## src/rtl/sio_cfg_pkg.sv

```systemverilog
package sio_cfg_pkg;

  localparam logic [7:0] REG_INDEX = 8'h00;
  localparam logic [7:0] REG_DEVID = 8'hE0;
  localparam logic [7:0] REG_FNSEL = 8'hE2;
  localparam int         FN_BIT0   = 2;

  // Power-on contents of the configuration space.
  function automatic logic [7:0] reset_value(input int idx);
    case (idx)
      'hE0:    return 8'h3C;
      'hE2:    return 8'h03;
      'hE3:    return 8'hFC;
      'hE6:    return 8'hDE;
      'hE7:    return 8'hFE;
      'hE8:    return 8'hBE;
      default: return 8'h00;
    endcase
  endfunction

  // Base register number for each function slot.
  function automatic logic [7:0] fn_reg_index(input int slot);
    case (slot)
      0:       return 8'hE3;
      1:       return 8'hE6;
      2:       return 8'hE7;
      3:       return 8'hE8;
      default: return 8'hE3;
    endcase
  endfunction

  function automatic logic [9:0] reg_to_base(input logic [7:0] r);
    return {r, 2'b00};
  endfunction

  function automatic logic in_window(input logic [15:0] addr,
                                     input logic [9:0]  base,
                                     input int          span);
    logic [15:0] off;
    off = addr - {6'b0, base};
    return int'(off) < span;
  endfunction

endpackage

```

## src/rtl/sio_port_decode.sv

```systemverilog
module sio_port_decode #(
  parameter int              ADDR_W    = 16,
  parameter logic [15:0]     PORT_BASE = 16'h03F0
) (
  input  logic [ADDR_W-1:0] addr,
  input  logic              rd,
  input  logic              wr,
  input  logic              en,
  output logic              idx_wr,
  output logic              idx_rd,
  output logic              dat_wr,
  output logic              dat_rd,
  output logic              claim
);
  localparam logic [ADDR_W-1:0] IDX_ADDR = ADDR_W'(PORT_BASE);
  localparam logic [ADDR_W-1:0] DAT_ADDR = ADDR_W'(PORT_BASE + 16'd1);

  logic at_idx, at_dat;

  assign at_idx = en && (addr == IDX_ADDR);
  assign at_dat = en && (addr == DAT_ADDR);
  assign idx_wr = at_idx && wr;
  assign idx_rd = at_idx && rd;
  assign dat_wr = at_dat && wr;
  assign dat_rd = at_dat && rd;
  assign claim  = idx_wr || idx_rd || dat_wr || dat_rd;
endmodule

```

## src/rtl/sio_cfg_regfile.sv

```systemverilog
module sio_cfg_regfile
  import sio_cfg_pkg::*;
#(
  parameter int DATA_W = 8,
  parameter int NUM_FN = 4
) (
  input  logic                     clk,
  input  logic                     rst_n,
  input  logic                     idx_wr,
  input  logic                     dat_wr,
  input  logic                     idx_rd,
  input  logic [DATA_W-1:0]        wdata,
  output logic [DATA_W-1:0]        rdata,
  output logic [NUM_FN-1:0]        fn_bits,
  output logic [NUM_FN*DATA_W-1:0] base_bytes
);
  localparam int NUM_REGS = 1 << DATA_W;

  logic [DATA_W-1:0] regs [NUM_REGS];
  logic [DATA_W-1:0] index_q;
  logic [DATA_W-1:0] devid_q;
  logic              dat_store;
  logic              idx_zero;

  assign index_q   = regs[0];
  assign devid_q   = regs[REG_DEVID];
  assign idx_zero  = (index_q == DATA_W'(REG_INDEX));
  assign dat_store = dat_wr && !idx_zero && (index_q != DATA_W'(REG_DEVID));

  always_ff @(posedge clk or negedge rst_n) begin
    if (!rst_n) begin
      for (int i = 0; i < NUM_REGS; i++) regs[i] <= DATA_W'(reset_value(i));
    end else if (idx_wr) begin
      regs[0] <= wdata;
    end else if (dat_store) begin
      regs[index_q] <= wdata;
    end
  end

  always_comb begin
    if (idx_rd)        rdata = index_q;
    else if (idx_zero) rdata = '0;
    else               rdata = regs[index_q];
  end

  assign fn_bits = regs[REG_FNSEL][FN_BIT0 +: NUM_FN];

  for (genvar g = 0; g < NUM_FN; g++) begin : g_base
    assign base_bytes[g*DATA_W +: DATA_W] = regs[fn_reg_index(g)];
  end

  // index write lands in register 0
  a_r2_index_load: assert property (@(posedge clk) disable iff (!rst_n)
    idx_wr |=> index_q == $past(wdata));
  // data write at index 0 leaves the index alone
  a_r4_zero_slot_inert: assert property (@(posedge clk) disable iff (!rst_n)
    (dat_wr && idx_zero) |=> idx_zero);
  // identification byte never moves
  a_r5_devid_ro: assert property (@(posedge clk) disable iff (!rst_n)
    (dat_wr && index_q == DATA_W'(REG_DEVID)) |=> devid_q == $past(devid_q));
endmodule

```

## src/rtl/sio_func_decode.sv

```systemverilog
module sio_func_decode
  import sio_cfg_pkg::*;
#(
  parameter int ADDR_W   = 16,
  parameter int DATA_W   = 8,
  parameter int NUM_FN   = 4,
  parameter int WIN_SPAN = 8
) (
  input  logic                         clk,
  input  logic                         rst_n,
  input  logic [ADDR_W-1:0]            addr,
  input  logic                         access,
  input  logic                         cfg_claim,
  input  logic [NUM_FN-1:0]            fn_bits,
  input  logic [NUM_FN*DATA_W-1:0]     base_bytes,
  output logic [NUM_FN-1:0]            fn_en,
  output logic [NUM_FN*(DATA_W+2)-1:0] fn_base,
  output logic [NUM_FN-1:0]            fn_cs
);
  localparam int BASE_W = DATA_W + 2;

  assign fn_en = fn_bits;

  for (genvar g = 0; g < NUM_FN; g++) begin : g_fn
    logic [BASE_W-1:0] base_g;
    logic              hit_g;

    assign base_g = reg_to_base(base_bytes[g*DATA_W +: DATA_W]);
    assign hit_g  = in_window(addr, base_g, WIN_SPAN);
    assign fn_base[g*BASE_W +: BASE_W] = base_g;
    assign fn_cs[g] = access && fn_bits[g] && hit_g && !cfg_claim;

    // a disabled function never gets a select
    a_r10_cs_needs_enable: assert property (@(posedge clk) disable iff (!rst_n)
      fn_cs[g] |-> fn_en[g]);
  end
endmodule

```

## src/rtl/sio_cfg_regs.sv

```systemverilog
module sio_cfg_regs
  import sio_cfg_pkg::*;
#(
  parameter int          ADDR_W    = 16,
  parameter int          DATA_W    = 8,
  parameter int          NUM_FN    = 4,
  parameter int          WIN_SPAN  = 8,
  parameter logic [15:0] PORT_BASE = 16'h03F0
) (
  input  logic                         clk,
  input  logic                         rst_n,
  input  logic                         cfg_en,
  input  logic [ADDR_W-1:0]            io_addr,
  input  logic                         io_rd,
  input  logic                         io_wr,
  input  logic [DATA_W-1:0]            io_wdata,
  output logic [DATA_W-1:0]            io_rdata,
  output logic                         cfg_claim,
  output logic [NUM_FN-1:0]            fn_en,
  output logic [NUM_FN*(DATA_W+2)-1:0] fn_base,
  output logic [NUM_FN-1:0]            fn_cs
);
  logic                     idx_wr, idx_rd, dat_wr, dat_rd;
  logic [DATA_W-1:0]        cfg_byte;
  logic [NUM_FN-1:0]        fn_bits;
  logic [NUM_FN*DATA_W-1:0] base_bytes;
  logic                     access;

  assign access = io_rd || io_wr;

  sio_port_decode #(.ADDR_W(ADDR_W), .PORT_BASE(PORT_BASE)) u_dec (
    .addr(io_addr), .rd(io_rd), .wr(io_wr), .en(cfg_en),
    .idx_wr(idx_wr), .idx_rd(idx_rd), .dat_wr(dat_wr), .dat_rd(dat_rd),
    .claim(cfg_claim)
  );

  sio_cfg_regfile #(.DATA_W(DATA_W), .NUM_FN(NUM_FN)) u_rf (
    .clk(clk), .rst_n(rst_n), .idx_wr(idx_wr), .dat_wr(dat_wr),
    .idx_rd(idx_rd), .wdata(io_wdata), .rdata(cfg_byte),
    .fn_bits(fn_bits), .base_bytes(base_bytes)
  );

  sio_func_decode #(.ADDR_W(ADDR_W), .DATA_W(DATA_W), .NUM_FN(NUM_FN),
                    .WIN_SPAN(WIN_SPAN)) u_fn (
    .clk(clk), .rst_n(rst_n), .addr(io_addr), .access(access),
    .cfg_claim(cfg_claim), .fn_bits(fn_bits), .base_bytes(base_bytes),
    .fn_en(fn_en), .fn_base(fn_base), .fn_cs(fn_cs)
  );

  assign io_rdata = (idx_rd || dat_rd) ? cfg_byte : '1;

  // closed ports read as all ones
  a_r7_closed_reads_ones: assert property (@(posedge clk) disable iff (!rst_n)
    (!cfg_en && io_rd) |-> io_rdata == '1);
  // decode follows the enable input
  a_r6_claim_needs_en: assert property (@(posedge clk) disable iff (!rst_n)
    cfg_claim |-> cfg_en);
  // at most one owner per access
  a_r11_single_owner: assert property (@(posedge clk) disable iff (!rst_n)
    $onehot0({cfg_claim, fn_cs}));
endmodule

```

## config.mk

```make
export PLATFORM = sky130hd
export DESIGN_NAME = sio_cfg_regs
export DESIGN_NICKNAME = d
export VERILOG_FILES = /design/src/rtl/sio_cfg_pkg.sv /design/src/rtl/sio_port_decode.sv /design/src/rtl/sio_cfg_regfile.sv /design/src/rtl/sio_func_decode.sv /design/src/rtl/sio_cfg_regs.sv
export SDC_FILE = /design/constraint.sdc
export NUM_CORES = 2
export LEC_CHECK = 0
export CORE_MARGIN = 10
export CORE_UTILIZATION = 55
export CTS_BUF_LIST = sky130_fd_sc_hd__clkbuf_8
export DETAILED_ROUTE_END_ITERATION = 8
export GPL_TIMING_DRIVEN = 0
export PLACE_DENSITY = 0.82
export REMOVE_ABC_BUFFERS = 1
export SETUP_SLACK_MARGIN = 0.3
export SKIP_LAST_GASP = 1
export SLEW_MARGIN = 20
export SYNTH_ARGS = -nofsm -noshare
export SYNTH_HDL_FRONTEND = slang
export SYNTH_SLANG_ARGS = --single-unit
```

## constraint.sdc

```tcl
create_clock -name clk -period 4.4 [get_ports clk]
set_input_delay 0.88 -clock clk [delete_from_list [all_inputs] [get_ports clk]]
set_output_delay 0.88 -clock clk [all_outputs]
set_load 0.03 [all_outputs]
```

# After elaboration in Yosys (flattened, before gate mapping)
# Index checks and enable logic that the tools add are counted.
dict set report word_totals {
  reg_bits 2048
  ramBits 0
  output_inout_bits 57
  latchBits 0
  elab_cells 313
  mem_bits_ro 0
  n_memories 0
  input_bits 29
}
dict set report op_classes {
  order_cmp 6
  div 0
  multipliers 0
  n_addsub 4
  n_mux 11
  n_bitwise 2
  reduce_logical 31
  eq_ne 3
  shifts 0
}
# op count
set ops {}
lappend ops {{$bwmux 2048} 1}
lappend ops {{$mux 2048} 1}
lappend ops {{$bmux 8 s8} 1}
lappend ops {{$demux 8 s8} 1}
lappend ops {{$lt 16x4->1 const B} 4}
lappend ops {{$sub 16x10->16} 4}
lappend ops {{$mux 8} 7}
lappend ops {{$eq 16x10->1 const B} 2}
lappend ops {{$logic_and 1x1->1} 21}
lappend ops {{$ge 9x9->1 const B} 1}
lappend ops {{$lt 9x1->1 const B} 1}
lappend ops {{$not 8->9} 1}
lappend ops {{$logic_not 8->1} 1}
lappend ops {{$ne 8x8->1 const B} 1}
lappend ops {{$logic_or 1x1->1} 5}
lappend ops {{$logic_not 1->1} 2}
lappend ops {{$reduce_and 2->1} 1}
lappend ops {{$reduce_bool 2->1} 1}
lappend ops {{$not 1->1} 1}

# Longest topological paths before layout
dict set report logic_depth {
  ltp_word 8
  mapped_depth 14
  mapped_depth_nobuf 10
}

# Cells and area by module
# A second synthesis with hierarchy kept.
dict set report unflattened {
  hier_cells 6500
  hier_area_um2 96600.1
}
# module instances cells_each seq_area_each_um2 area_per_inst_um2
set modules_own_cells {}
lappend modules_own_cells {sio_cfg_regfile 1 6151 51287.9 94159.1}
lappend modules_own_cells {sio_func_decode 1 325 0.0 2210.9}
lappend modules_own_cells {sio_cfg_regs 1 11 0.0 122.6}
lappend modules_own_cells {sio_port_decode 1 13 0.0 107.6}

# Worst setup path before layout
# No wires, ideal clock.
dict set report synth_timing {
  path_kind {input to output}
  startpoint {input port io_addr[3]}
  endpoint {output port fn_cs[0]}
  t_arrival_ps 3918
  n_path_buf 0
  path_stages 9
  slack_ps -398
  required_time_ps 3520
  cell_sequence {ha_1 > inv_1 > o21bai_1 > a21o_1 > a21oi_1 > o21ai_0 > a21oi_1 > or4b_2 > a2111oi_0}
}
dict set report synth_between {
  elab_chain_cells 8
  word_cells_on_any_way 16
  classes_between {add/sub (1); order compare (1); eq/ne (2); reduce/logical (12)}
}
# element line
set synth_rtl {}
lappend synth_rtl {{from (decl)} sio_cfg_regs.sv:13} ;# input logic [ADDR_W-1:0] io_addr,
lappend synth_rtl {{branches (longest 7 deep; another with $sub 16x10->16)} n/a}
lappend synth_rtl {{$logic_and 1x1->1 (*)} sio_func_decode.sv:31} ;# assign fn_cs[g] = access && fn_bits[g] && hit_g && !cfg_claim;
lappend synth_rtl {{to (decl)} sio_cfg_regs.sv:21} ;# output logic [NUM_FN-1:0] fn_cs
# Every way passes the cells marked *.

# Final worst setup path
dict set report layout_timing {
  startpoint {register u_rf.regs, in the netlist u_rf.index_q[6]}
  endpoint {output port io_rdata[4]}
}
dict set report layout_between {
  elab_chain_cells 7
  word_cells_on_any_way 8
  classes_between {mux (6); bitwise (1); reduce/logical (1)}
}
# element line
set layout_rtl {}
lappend layout_rtl {{from (decl)} sio_cfg_regfile.sv:19} ;# logic [DATA_W-1:0] regs [NUM_REGS];
lappend layout_rtl {{from (signal, indexed assignment)} sio_cfg_regfile.sv:36} ;# regs[index_q] <= wdata;
lappend layout_rtl {{$not 8->9 (implied by the code)} sio_cfg_regfile.sv:43} ;# else rdata = regs[index_q];
lappend layout_rtl {{$bmux 8 s8} sio_cfg_regfile.sv:43}
lappend layout_rtl {{$mux 8 (implied by the code) (2 in a row)} sio_cfg_regfile.sv:43}
lappend layout_rtl {{$mux 8 (*)} sio_cfg_regfile.sv:42} ;# else if (idx_zero) rdata = '0;
lappend layout_rtl {{$mux 8 (*)} sio_cfg_regfile.sv:41} ;# if (idx_rd) rdata = index_q;
lappend layout_rtl {{$mux 8 (*)} sio_cfg_regs.sv:50} ;# assign io_rdata = (idx_rd || dat_rd) ? cfg_byte : '1;
lappend layout_rtl {{to (decl)} sio_cfg_regs.sv:17} ;# output logic [DATA_W-1:0] io_rdata,
# Every way passes the cells marked *; elsewhere a longest branch is shown, timed or not. The select of a mux whose other input is x is not followed.

==> results.toml <==
[grt]
met3_usage = 0.06691
grt_pass1_vias = 62280
grt_max_degree = 158
gr-total-overflow = 0
antenna_found_initial = 5
grt_pass1_wl_mm = 400.5
gr-usage-met2 = 0.4170
busiest_layer = "met2"
global_route.usage.met1 = 0.3615
grt_use_total = 0.2711

[drt]
vias_per_cell = 6.563
wl_mm = 269.0
drt_pass1_iterations = 6
vias = 59875
antenna_left = 0
drc_errors = 0
drt_iter0_markers = 5965
routedWlPerCell_um = 29.49

[timing]
drv_slew = 0
rsz0062_at_grt = "true"
fin_skew_ns = 0.08199
finalWorstSetupSlack_ns = -1.156
finalCriticalPeriod_ns = 5.556
worst_slew_pin_slew_ns = 1.246
hold_viol = 0
final-setup-viol-count = 9
slew_headroom = 0.1662
max_freq_ghz = 0.1800
timing.final.crit_share = 1.263
fin_tns_setup_ns = -8.348

[cts]
clk_pin_slew_ns = 0.07
cts_buffers = 335
cts_max_path_buffers = 4
cts.sinks = 2048
cts_tree = "done"
h-tree-depth = 5
cts-root-buf = "clkbuf_8"
clock_latency_ns = 1.08

[synthesis]
synth_xor_area_frac = 0.0009980
synth_mux_area_frac = 0.3735
synth_top_family_by_area = "multiplexers"
synth.cell_area_mm2 = 0.09653
synth_edf_count = 0
avgSynthCellArea_um2 = 15.24
synthesis.instances = 6334
synthFlopType = "dfrtp_1"
ys_ff_latch = 2048
synthArstFlopShare = 1.000
ys_seq_area_frac = 0.5313
synth_compound_area_frac = 0.02553
ys_warn_count = 0
ys_types = 74
synthAdderAreaFrac = 0.004459
yosys.area_share.simple = 0.03912

[critical_path]
r2r-start = "u_rf.index_q[2]"
r2r_slack_ns = 0.12
worst_setup_path_start_kind = "flip-flop"
critPathLaunch = "u_rf.index_q[6]"
required_ns = 3.52
rr_endpoint = "u_rf.regs[416]"
worst_setup_path_end_kind = "output port"
critPathMaxFanout = 33
worstSetupPathType = "flip-flop to output port"
critPathArrivalTime_ns = 4.68
reg2reg_depth = 15

[die]
die_area_mm2 = 0.1927
pin_count = 86
die_y_um = 438.9
initial_core_util = 0.5541
die_w_um = 438.9
core_area_mm2 = 0.1742
rows = 153

[min_path]
holdPathEnd = "u_rf.regs[1398]"
hold_path.class = "primary input to flip-flop"
min_delay_path_depth = 2
min-delay-start = "io_wdata[6]"

[cells_and_area]
num-fill-cells = 11705
area_delta_synth_final_pct = 15.46
fin_nets = 6623
drive_gt1_frac = 0.5512
fin_cells = 9123

[placed_design]
dpl.cell_count = 8325
gp_congestion = 0.8499
io_buffers = 77
dpl.hpwl_mm = 157.8

[power]
leakage_nw = 52.00
ir_drop_v = 0.0003445
p_per_area_mw_per_mm2 = 319.6

[job]
maxCapViolCount = 0

[outcome]
status = "finished, violations left"
violations = "negative setup slack"
==> cells in the final DEF (no fill, tap or decap), types with 27 or more instances in the layout <==
master	count
dfrtp_1	2007
mux2_2	2006
mux4_2	498
clkbuf_8	402
inv_1	185
nor2_4	145
buf_4	142
mux2i_1	127
nand2_1	110
buf_16	89
a21oi_1	71
mux2_1	67
a22oi_1	52
clkdlybuf4s50_1	48
nor2_1	46
nand3_1	43
buf_12	43
nor2_2	40
nand2_2	40
o21ai_0	38
dfstp_2	31
bufbuf_16	27
==> power breakdown <==
part	switching [mW]	internal [mW]	total, mW
logic	0.807	0.184	0.991
registers	0.000124	18.8	18.8
clock network	7.58	8.21	15.8
total	8.39	27.2	35.6
==> synth_stat cells, types with 13 or more instances <==
| cell | count | share of area |
|---|---|---|
| buf_4 | 50 | 0.0039 |
| nor3_1 | 21 | 0.0011 |
| clkbuf_1 | 326 | 0.013 |
| a21oi_1 | 89 | 0.0046 |
| mux2_2 | 2009 | 0.23 |
| mux2_1 | 67 | 0.0078 |
| nand3_1 | 49 | 0.0025 |
| nor2_4 | 101 | 0.012 |
| nor2_2 | 65 | 0.0042 |
| nand2b_1 | 17 | 0.0011 |
| mux4_2 | 498 | 0.12 |
| a31oi_1 | 21 | 0.0014 |
| a22oi_1 | 65 | 0.0051 |
| dfrtp_1 | 2017 | 0.52 |
| nor2b_1 | 25 | 0.0016 |
| o211ai_1 | 13 | 0.0010 |
| a211oi_1 | 20 | 0.0016 |
| nand4_1 | 13 | 0.00084 |
| o221ai_1 | 21 | 0.0019 |
| nand2_1 | 135 | 0.0052 |
| o21ai_0 | 60 | 0.0031 |
| o22ai_1 | 19 | 0.0012 |
| nor2_1 | 65 | 0.0025 |
| buf_2 | 68 | 0.0035 |
| nand2_2 | 25 | 0.0016 |
| ha_1 | 28 | 0.0036 |
| mux2i_1 | 146 | 0.015 |
| dfstp_2 | 31 | 0.0084 |
| buf_1 | 70 | 0.0027 |
| inv_1 | 54 | 0.0021 |
==> registers in the layout, summed over array words and instances, names as in the netlist <==
| register | count |
|---|---|
| u_rf.regs | 1996 |
| u_rf.base_bytes | 32 |
| u_rf.fn_bits | 4 |
| u_rf.index_q | 8 |
| u_rf.devid_q | 8 |
==> kinds of logic after synthesis <==
| logic type | after synthesis |
|---|---|
| muxes | 2720 |
| DFF | 2048 |
| and+or+nand+nor | 581 |
| buffers and inverters | 569 |
| AOI/OAI and AO/OA | 372 |
| adders and majority gates | 32 |
| xor gates and xnor gates | 11 |
| other | 1 |
==> worst max-delay path by stage <==
stage | cells after the start | endpoint
floorplan | 3 | u_rf.base_bytes[16]
global placement | 1 | u_rf.regs[1161]
detailed placement | 10 | io_rdata[6]
CTS | 11 | io_rdata[3]
global route | 11 | io_rdata[1]
finish | 8 | io_rdata[4]
==> final cells by class <==
type,count,area [µm²],area share
Clock buffer,402,5533,0.04964
Clock inverter,164,669.4,0.006006
Inverter,54,212.7,0.001908
Tap cell,2325,2909,0.02610
Antenna cell,7,17.52,0.0001572
Sequential cell,2048,51320,0.4604
Timing Repair Buffer,399,6387,0.05731
Multi-Input combinational cell,3724,44410,0.3985
==> routing by layer <==
layer | up-vias | wire length, µm
li1 | 24097 | -
met1 | 32199 | 105400
met2 | 2838 | 126500
met3 | 739 | 23180
met4 | 2 | 13980
met5 | - | 13
==> repair_timing <==
action | 4_1_cts | 5_1_grt
hold buffers | 1 | 0
pin swaps | 59 | 83
gates cloned | 36 | 6
setup buffers | 124 | 58
setup endpoints to repair | 2045 | 1319
hold endpoints to repair | 74 | 0
resized for setup | 305 | 135
==> worst max-delay path, stage by stage, from the launching register on <==
cell and delay (ns):
dfrtp_4 0.78, inv_6 0.55, nand2_1 0.39, nor2_1 0.59, a22oi_2 0.15, nand2_1 0.14, a21oi_1 0.07, o211ai_1 0.54
buf_4 0.27
==> metrics by stage <==
stage	util	hold WS, ns	power (mW)	area, µm²	worst slack, ns
after detailed placement	0.5778	0.3597	20.14	100700	-2.767
after global placement	0.5627	0.3565	19.95	98020	-85.45
after floorplan	-	0.3494	19.30	94340	-17.89
after CTS	0.6323	0.2307	35.69	110200	-1.060
after global routing	0.6397	0.2988	36.67	111400	-1.192
final	0.6398	0.3166	35.62	111500	-1.156
Note: power is estimated with default switching activity, not from simulation.
